===== config.mk =====
export PLATFORM = sky130hd
export DESIGN_NAME = cs_fir9
export DESIGN_NICKNAME = d
export VERILOG_FILES = /design/src/rtl/cs_fir_pkg.sv /design/src/rtl/cs_coef_bank.sv /design/src/rtl/cs_tap_cell.sv /design/src/rtl/cs_valid_ctrl.sv /design/src/rtl/cs_fir9.sv
export SDC_FILE = /design/constraint.sdc
export NUM_CORES = 2
export LEC_CHECK = 0
export BUFFER_PORTS_ARGS = -buffer_cell sky130_fd_sc_hd__buf_2
export CORE_MARGIN = 8
export CORE_UTILIZATION = 56
export CTS_CLUSTER_DIAMETER = 30
export DETAILED_ROUTE_END_ITERATION = 16
export PLACE_DENSITY = 0.81
export SKIP_LAST_GASP = 1
export SLEW_MARGIN = 0
export SYNTH_ARGS = -nofsm -noshare
export SYNTH_HDL_FRONTEND = slang
export SYNTH_SLANG_ARGS = --single-unit

===== constraint.sdc =====
create_clock -name clk -period 7.35 [get_ports clk]
set_input_delay 0.3675 -clock clk [delete_from_list [all_inputs] [get_ports clk]]
set_output_delay 0.3675 -clock clk [all_outputs]
set_load 0.01 [all_outputs]

===== src/rtl/cs_fir_pkg.sv =====
package cs_fir_pkg;

    localparam int TAPS_DEF = 9;
    localparam int XW_DEF   = 8;
    localparam int CW_DEF   = 10;
    localparam int OW_DEF   = 12;

    typedef enum logic [1:0] {
        ST_PRIME  = 2'd0,
        ST_RUN    = 2'd1,
        ST_SETTLE = 2'd2
    } vstate_t;

endpackage


===== src/rtl/cs_coef_bank.sv =====
module cs_coef_bank #(
    parameter int TAPS = 9,
    parameter int CW   = 10
) (
    input  logic                 clk,
    input  logic                 rst_n,
    input  logic [TAPS*CW-1:0]   coef_in,
    input  logic                 load,
    output logic [TAPS*CW-1:0]   coef_q
);

    // whole set captured on one edge so every tap switches together
    always_ff @(posedge clk or negedge rst_n) begin
        if (!rst_n) begin
            coef_q <= '0;
        end else if (load) begin
            coef_q <= coef_in;
        end
    end


    coef_hold_chk: assert property (@(posedge clk) disable iff (!rst_n)
        !load |=> $stable(coef_q));

endmodule


===== src/rtl/cs_tap_cell.sv =====
module cs_tap_cell #(
    parameter int XW = 8,
    parameter int CW = 10,
    parameter int AW = 22
) (
    input  logic                 clk,
    input  logic                 rst_n,
    input  logic signed [XW-1:0] x_i,
    input  logic signed [CW-1:0] c_i,
    input  logic [AW-1:0]        s_i,
    input  logic [AW-1:0]        k_i,
    output logic [AW-1:0]        s_o,
    output logic [AW-1:0]        k_o
);

    localparam int PW = XW + CW;

    logic signed [PW-1:0] prod;
    logic [AW-1:0]        p;
    logic [AW-1:0]        s_d;
    logic [AW-1:0]        maj;
    logic [AW-1:0]        s_q;
    logic [AW-1:0]        k_q;

    // signed product, sign extended into the accumulator width
    assign prod = PW'(x_i) * PW'(c_i);
    assign p    = AW'(prod);

    // 3:2 compression: no carry propagation inside the stage
    assign s_d = p ^ s_i ^ k_i;
    assign maj = (p & s_i) | (p & k_i) | (s_i & k_i);

    always_ff @(posedge clk or negedge rst_n) begin
        if (!rst_n) begin
            s_q <= '0;
            k_q <= '0;
        end else begin
            s_q <= s_d;
            k_q <= maj << 1;
        end
    end

    assign s_o = s_q;
    assign k_o = k_q;


    csa_pair_chk: assert property (@(posedge clk) disable iff (!rst_n)
        1'b1 |=> (AW'(s_q + k_q) == $past(AW'(p + s_i + k_i))));

endmodule


===== src/rtl/cs_valid_ctrl.sv =====
module cs_valid_ctrl import cs_fir_pkg::*; #(
    parameter int FILL     = 11,
    parameter int SETTLE_N = 10
) (
    input  logic clk,
    input  logic rst_n,
    input  logic load,
    output logic valid
);

    localparam int CMAX = (FILL > SETTLE_N) ? FILL : SETTLE_N;
    localparam int CNTW = (CMAX > 1) ? $clog2(CMAX) : 1;

    vstate_t         state_q, state_d;
    logic [CNTW-1:0] cnt_q, cnt_d;

    always_ff @(posedge clk or negedge rst_n) begin
        if (!rst_n) begin
            state_q <= ST_PRIME;
            cnt_q   <= '0;
        end else begin
            state_q <= state_d;
            cnt_q   <= cnt_d;
        end
    end

    always_comb begin
        state_d = state_q;
        cnt_d   = cnt_q;
        unique case (state_q)
            ST_PRIME: begin
                if (load) begin
                    state_d = ST_SETTLE;
                    cnt_d   = '0;
                end else if (cnt_q == CNTW'(FILL - 1)) begin
                    state_d = ST_RUN;
                    cnt_d   = '0;
                end else begin
                    cnt_d = cnt_q + 1'b1;
                end
            end
            ST_SETTLE: begin
                if (load) begin
                    cnt_d = '0;
                end else if (cnt_q == CNTW'(SETTLE_N - 1)) begin
                    state_d = ST_RUN;
                    cnt_d   = '0;
                end else begin
                    cnt_d = cnt_q + 1'b1;
                end
            end
            ST_RUN: begin
                if (load) begin
                    state_d = ST_SETTLE;
                    cnt_d   = '0;
                end
            end
            default: begin
                state_d = ST_PRIME;
                cnt_d   = '0;
            end
        endcase
    end

    always_comb begin
        valid = (state_q == ST_RUN);
    end


    load_drops_valid_chk: assert property (@(posedge clk) disable iff (!rst_n)
        load |=> !valid);


    settle_entry_chk: assert property (@(posedge clk) disable iff (!rst_n)
        (state_q != ST_SETTLE) && !load |=> (state_q != ST_SETTLE));


    run_hold_chk: assert property (@(posedge clk) disable iff (!rst_n)
        valid && !load |=> valid);

endmodule


===== src/rtl/cs_fir9.sv =====
module cs_fir9 import cs_fir_pkg::*; #(
    parameter int TAPS = TAPS_DEF,
    parameter int XW   = XW_DEF,
    parameter int CW   = CW_DEF,
    parameter int OW   = OW_DEF
) (
    input  logic                 clk,
    input  logic                 rst_n,
    input  logic signed [XW-1:0] x_in,
    input  logic [TAPS*CW-1:0]   coef_in,
    input  logic                 coef_load,
    output logic [OW-1:0]        y_out,
    output logic                 out_valid
);

    localparam int AW       = XW + CW + $clog2(TAPS);
    localparam int SH       = AW - OW;
    localparam int PIPE     = 2;
    localparam int FILL     = TAPS + PIPE;
    localparam int SETTLE_N = TAPS + 1;

    logic signed [XW-1:0] x_q;
    logic [TAPS*CW-1:0]   coef_q;
    logic [AW-1:0]        s_ch [0:TAPS];
    logic [AW-1:0]        k_ch [0:TAPS];
    logic [AW-1:0]        full;
    logic [OW-1:0]        y_q;

    // input sample register, broadcast to every tap
    always_ff @(posedge clk or negedge rst_n) begin
        if (!rst_n) begin
            x_q <= '0;
        end else begin
            x_q <= x_in;
        end
    end

    cs_coef_bank #(.TAPS(TAPS), .CW(CW)) u_coef (
        .clk     (clk),
        .rst_n   (rst_n),
        .coef_in (coef_in),
        .load    (coef_load),
        .coef_q  (coef_q)
    );

    // oldest tap starts from an empty pair
    assign s_ch[TAPS] = '0;
    assign k_ch[TAPS] = '0;

    generate
        for (genvar g = 0; g < TAPS; g++) begin : g_tap
            cs_tap_cell #(.XW(XW), .CW(CW), .AW(AW)) u_tap (
                .clk   (clk),
                .rst_n (rst_n),
                .x_i   (x_q),
                .c_i   (coef_q[g*CW +: CW]),
                .s_i   (s_ch[g+1]),
                .k_i   (k_ch[g+1]),
                .s_o   (s_ch[g]),
                .k_o   (k_ch[g])
            );
        end
    endgenerate

    // single carry-propagate merge, then keep the top bits
    assign full = s_ch[0] + k_ch[0];

    always_ff @(posedge clk or negedge rst_n) begin
        if (!rst_n) begin
            y_q <= '0;
        end else begin
            y_q <= OW'(full >> SH);
        end
    end

    assign y_out = y_q;

    cs_valid_ctrl #(.FILL(FILL), .SETTLE_N(SETTLE_N)) u_ctrl (
        .clk   (clk),
        .rst_n (rst_n),
        .load  (coef_load),
        .valid (out_valid)
    );

endmodule


# == Yosys cells after proc, flatten, opt, wreduce, memory -nomap -nowiden ==
# Index checks and enable logic that the tools add are counted.
# totals
ff_bits,478
latch_bits,0
mem_bits_rw,0
romBits,0
output_inout_bits,13
word_cells,106
mem_count,0
# op_classes
n_addsub,2
multipliers,9
div,0
magnitude_cmp,0
eq_ne,8
shift,0
n_mux,12
n_bitwise,51
reduce_logical,2
# op_table
operator,count
$and A21 B21 Y21,22
$xor A22 B22 Y22,15
$or A21 B21 Y21,14
$mul A8 B10 Y18,9
$add A22 B22 Y22,1
$mux W4,5
$pmux W4 S3,1
$mux W2,5
$eq A4 B4 Y1 const B,2
$pmux W2 S3,1
$add A4 B1 Y4 const B,1
$ne A2 B2 Y1 const B,2
$reduce_and A4 Y1,1
$ne A3 B2 Y1 const B,1
$eq A2 B1 Y1 const B,1
$eq A2 B2 Y1 const B,1
$logic_not A2 Y1,1
$ne A2 B1 Y1 const B,1

# == Depth between registers and ports, before layout ==
# depth
ltp_word,4
ltp_mapped,21
ltp_nobuf,19

# == Cells and area by module ==
# Synthesis repeated with hierarchy kept, for this count alone.
# hier_totals
cells_unflattened,4866
area_unflattened_um2,49648.9
# by_module_without_submodules
mod,instances,cells_per_inst,area_each_um2,seq_area_each_um2
cs_tap_cell at g_tap[2].u_tap ...,7,497,4879.7,1076.0
cs_tap_cell at g_tap[0].u_tap ...,2,502,4902.2,1076.0
cs_coef_bank,1,190,3794.9,2252.2
cs_fir9,1,151,1488.9,500.5
cs_valid_ctrl,1,42,402.9,150.1

# == Worst setup path after synthesis ==
# OpenSTA, ideal clock, no wires.
# synth_path
kind,reg-to-reg
start,reg x_q[7]
end,reg g_tap[0].u_tap.s_q[17]
setup_time_ns,0.115
t_arrival_ns,5.655
t_required_ns,7.235
setup_slack_ns,1.580
path_stages_with_launch,20
synth_period_minus_slack_ns,5.770
path_cell_list,dfrtp_1 inv_2 clkbuf_1 nor2_1 fa_1 inv_1 fa_1 inv_1 fa_1 inv_1 fa_1 inv_1 ha_1 a211o_1 nor4_1 a211o_1 mux2i_1 o311ai_0 fa_1 inv_1
# synth_between
elab_chain_len,3
# synth_rtl
item,line_no,text
"start, declared",cs_fir9.sv:22,logic signed [XW-1:0] x_q;
"start signal, assigned",cs_fir9.sv:34,x_q <= x_in;
$mul A8 B10 Y18,cs_tap_cell.sv:26,assign prod = PW'(x_i) * PW'(c_i);
$xor A22 B22 Y22 (2 in series),cs_tap_cell.sv:30,assign s_d = p ^ s_i ^ k_i;
net g_tap[0].u_tap.s_d[17],cs_tap_cell.sv:20,logic [AW-1:0] s_d;
"end signal, assigned",cs_tap_cell.sv:35,s_q <= '0;
"end signal, assigned",cs_tap_cell.sv:38,s_q <= s_d;
"end, declared",cs_tap_cell.sv:22,logic [AW-1:0] s_q;
# The timed path passes the listed nets, and every way through them passes these cells.
# A chain may end at the register's enable or synchronous reset.

# == Final worst setup path ==
# layout_path
start,reg x_q[2]
end,reg g_tap[4].u_tap.s_q[18]
# layout_between
elab_chain_len,3
# layout_rtl
item,line_no
$mul A8 B10 Y18,cs_tap_cell.sv:26
$xor A22 B22 Y22 (2 in series),cs_tap_cell.sv:30
net g_tap[4].u_tap.s_d[18],cs_tap_cell.sv:20
"end signal, assigned",cs_tap_cell.sv:35
"end signal, assigned",cs_tap_cell.sv:38
"end, declared",cs_tap_cell.sv:22
# The timed path passes the listed nets, and every way through them passes these cells.

==> flow_summary_export.csv <==
group,metric,value,unit
grt,grt_busiest_layer,"met2",
placement,io_buffers,113,
cts,h-tree-depth,3,
die,die_y,301,µm
logic_synthesis,yosysWarnings,0,
logic_synthesis,synth.top_cells.by_area,"fa_1 33%, dfrtp_1 25%, inv_1 12%",
logic_synthesis,ys_ff_latch,461,
setup_path,end_kind,"register",
timing,worst_pin_slew,1130,ps
grt,met1_usage,28.0,%
cts,clockBufferDepth,3,
routing,drt-initial-drc-count,1454,
grt,grt_max_degree,164,
setup_path,reg2reg_from,"x_q[2]$_DFF_PN0_",
setup_path,critPathArrivalTime,6710,ps
logic_synthesis,synth_edf_count,0,
die,ios,114,
routing,vias,30000,
placement,place_congestion,0.893,
die,fp.dieW,301,µm
placement,place_hpwl,74.0,mm
final_layout,antennaDiodeCount,0,
cts,cts.repair.resized,0,
die,core_area,0.0805,mm²
timing,finalClockSkew,32.8,ps
setup_path,cp_cell_sequence,"buf_4, nand2_1, fa_1, inv_1, fa_1, inv_1, fa_1, fa_1, inv_1, ha_1, a211oi_1, o21ai_0, o31ai_1, o211ai_1, a31o_2, a21oi_1, xnor2_1, fa_1, inv_1",
setup_path,max_stage_delay,1010,ps
routing,wl,102,mm
routing,first_pass_iters,5,
cts,clock_latency,660,ps
setup_path,path_depth,19,
timing,max_freq,164,MHz
grt,grt_pass1_vias,34200,
grt,grtUsageMet3,3.89,%
cts,numCtsBuffers,102,
setup_path,cp.buffers_inverters,5,
cts,cts_tree,"yes",
logic_synthesis,synthFlopType,"dfrtp_1",
setup_path,worstSetupPathType,"reg2reg",
cts,clkSlewWorstSetupHoldPaths,50,ps
final_layout,area_growth,14.4,%
routing,drc_errors,0,
routing,avgRoutedWirePerCell,17.2,µm
setup_path,cp_top_family,"adder cells",
timing,period_share,83.2,%
timing,period_minus_slack,6110,ps
logic_synthesis,synth_fp_nets,5701,
routing,via_per_inst,5.08,
timing,max_slew_margin,24.7,%
grt,grt_util_met2,43.0,%
job,drv_cap,0,
grt,antenna_found_initial,2,
logic_synthesis,synth-seq-area-share,25.3,%
cts,clockRootBuffer,"clkbuf_16",
logic_synthesis,synth_area_leader_cell,"fa_1",
grt,grt_use_total,23.7,%
setup_path,crit_required,7940,ps
die,num_rows,104,
grt,grt_pass1_wl,171,mm
logic_synthesis,async_reset_ff_share,100,%
logic_synthesis,yosysMostFrequentCell,"inv_1",
die,dieArea,0.0907,mm²
logic_synthesis,synth_area,0.0455,mm²
setup_path,r2r_end,"g_tap[4].u_tap.s_o[18]$_DFF_PN0_",
logic_synthesis,synth_common_cells,"1439 x inv_1, 740 x fa_1, 461 x dfrtp_1",
setup_path,cp_slowest_cell,"dfrtp_4",
cts,cts.sink_count,461,
run_status,status,"completed",
timing,finalHoldViolations,0,
final_layout,drive_gt1_share,8.88,%
setup_path,reg2reg_depth,19,
logic_synthesis,ys_types,54,
setup_path,r2r_slack,1240,ps
grt,grt.overflow.total,0,
final_layout,nets,5941,
logic_synthesis,syn_avg_cell_area,10.1,µm²
routing,ant_nets,0,
logic_synthesis,synth_cells,4519,
min_path,hold_path.class,"in2async",
setup_path,worst_setup_path_start_kind,"register",
die,start_util,56.5,%
logic_synthesis,yosysTopAreaCellShare,32.5,%
timing,final-setup-viol-count,0,
timing,rsz0062_at_grt,"false",
timing,tns,0,ps
setup_path,cpMostUsedCell,"fa_1",
timing,hold_ws,292,ps
setup_path,path_max_fanout,58,
timing,slew_viol_final,0,
[flip-flops by register name, indices dropped and copies added (netlist names)]
name and count:
u_ctrl.cnt_q 4, g_tap.u_tap.k_o 162, y_out 12, g_tap.u_tap.s_o 183, u_coef.coef_q 90, u_ctrl.state_q 2, x_q 8
[worst reg2reg max path: stages, from the launching register on]
cell,delay [ps]
dfrtp_4,1010
buf_4,380
nand2_1,100
fa_1,430
inv_1,80
fa_1,400
inv_1,90
fa_1,420
fa_1,500
inv_1,40
ha_1,220
a211oi_1,230
o21ai_0,180
o31ai_1,400
o211ai_1,200
a31o_2,270
a21oi_1,180
xnor2_1,300
fa_1,540
inv_1,70
[layout by cell type (no fill, tap or decap), types with 18 or more instances in the layout]
cell	count
inv_1	1439
fa_1	740
dfrtp_1	454
and2_1	449
ha_1	341
nand2_1	214
xnor2_1	126
nor2_1	124
buf_2	111
clkbuf_16	104
dlygate4sd3_1	99
mux2_2	90
a21oi_1	87
o21ai_0	58
xor2_1	56
a21o_1	32
nand2b_1	26
nor3_1	21
bufinv_16	21
o21bai_1	18
clkinv_2	18
buf_4	18
[layout make-up]
cell class / instances / area, µm²
clock buffers: 121 / 2770
clock inverters: 69 / 1000
fillers: 5832 / 28500
inverters: 1440 / 5410
multi-input cells: 2519 / 28200
flip-flops and latches: 461 / 11500
well taps: 1060 / 1330
repair buffers: 235 / 1820
[stage by stage]
stage          util [%]  setup WS (ps)  area [µm²]  cells
4_1_cts            64.6           1280       52100   5905
6_report           64.6           1240       52100   5905
5_1_grt            64.6            796       52100   5905
3_5_place_dp       58.7           1350       47300   5616
3_3_place_gp       58.7           1360       47300   5616
2_1_floorplan         -           1580       45500   4519
[timing repair]
action / in CTS / in global routing
hold buffers: 99 / 0
hold endpoints to repair: 165 / 0
setup buffers: 0 / 0
[kinds of logic (layout without fill, tap and decap cells)]
family,Yosys count,in the layout,share of synthesized area (%)
AOI/OAI and AO/OA,283,283,4.06
xor gates and xnor gates,184,184,3.57
adders and majority gates,1081,1081,41.9
buffers and inverters,1539,1865,12.7
DFF,461,461,25.3
muxes,91,91,2.25
and+or+nand+nor,880,880,10.2
[how the worst max path moves through the flow]
stage                     startpoint                                to  slack (ps)
floorplan           x_q[7]$_DFF_PN0_  g_tap[0].u_tap.s_o[17]$_DFF_PN0_        1580
global placement    x_q[6]$_DFF_PN0_  g_tap[6].u_tap.s_o[14]$_DFF_PN0_        1360
detailed placement  x_q[6]$_DFF_PN0_  g_tap[6].u_tap.s_o[14]$_DFF_PN0_        1350
CTS                 x_q[6]$_DFF_PN0_  g_tap[5].u_tap.s_o[20]$_DFF_PN0_        1280
global route        x_q[1]$_DFF_PN0_  g_tap[6].u_tap.s_o[16]$_DFF_PN0_         800
finish              x_q[2]$_DFF_PN0_  g_tap[4].u_tap.s_o[18]$_DFF_PN0_        1240
[layer usage]
| layer | vias up | part of all wire (%) | routed length [µm] |
|---|---|---|---|
| met5 | - | 0 | 0 |
| met3 | 261 | 5.8 | 5890 |
| met4 | 0 | 3.9 | 4010 |
| met2 | 872 | 53 | 53600 |
| li1 | 13500 | - | - |
| met1 | 15400 | 38 | 38200 |
Power is not shown: default switching activity piles up to over one toggle a cycle in this logic, so the estimate is an artifact.
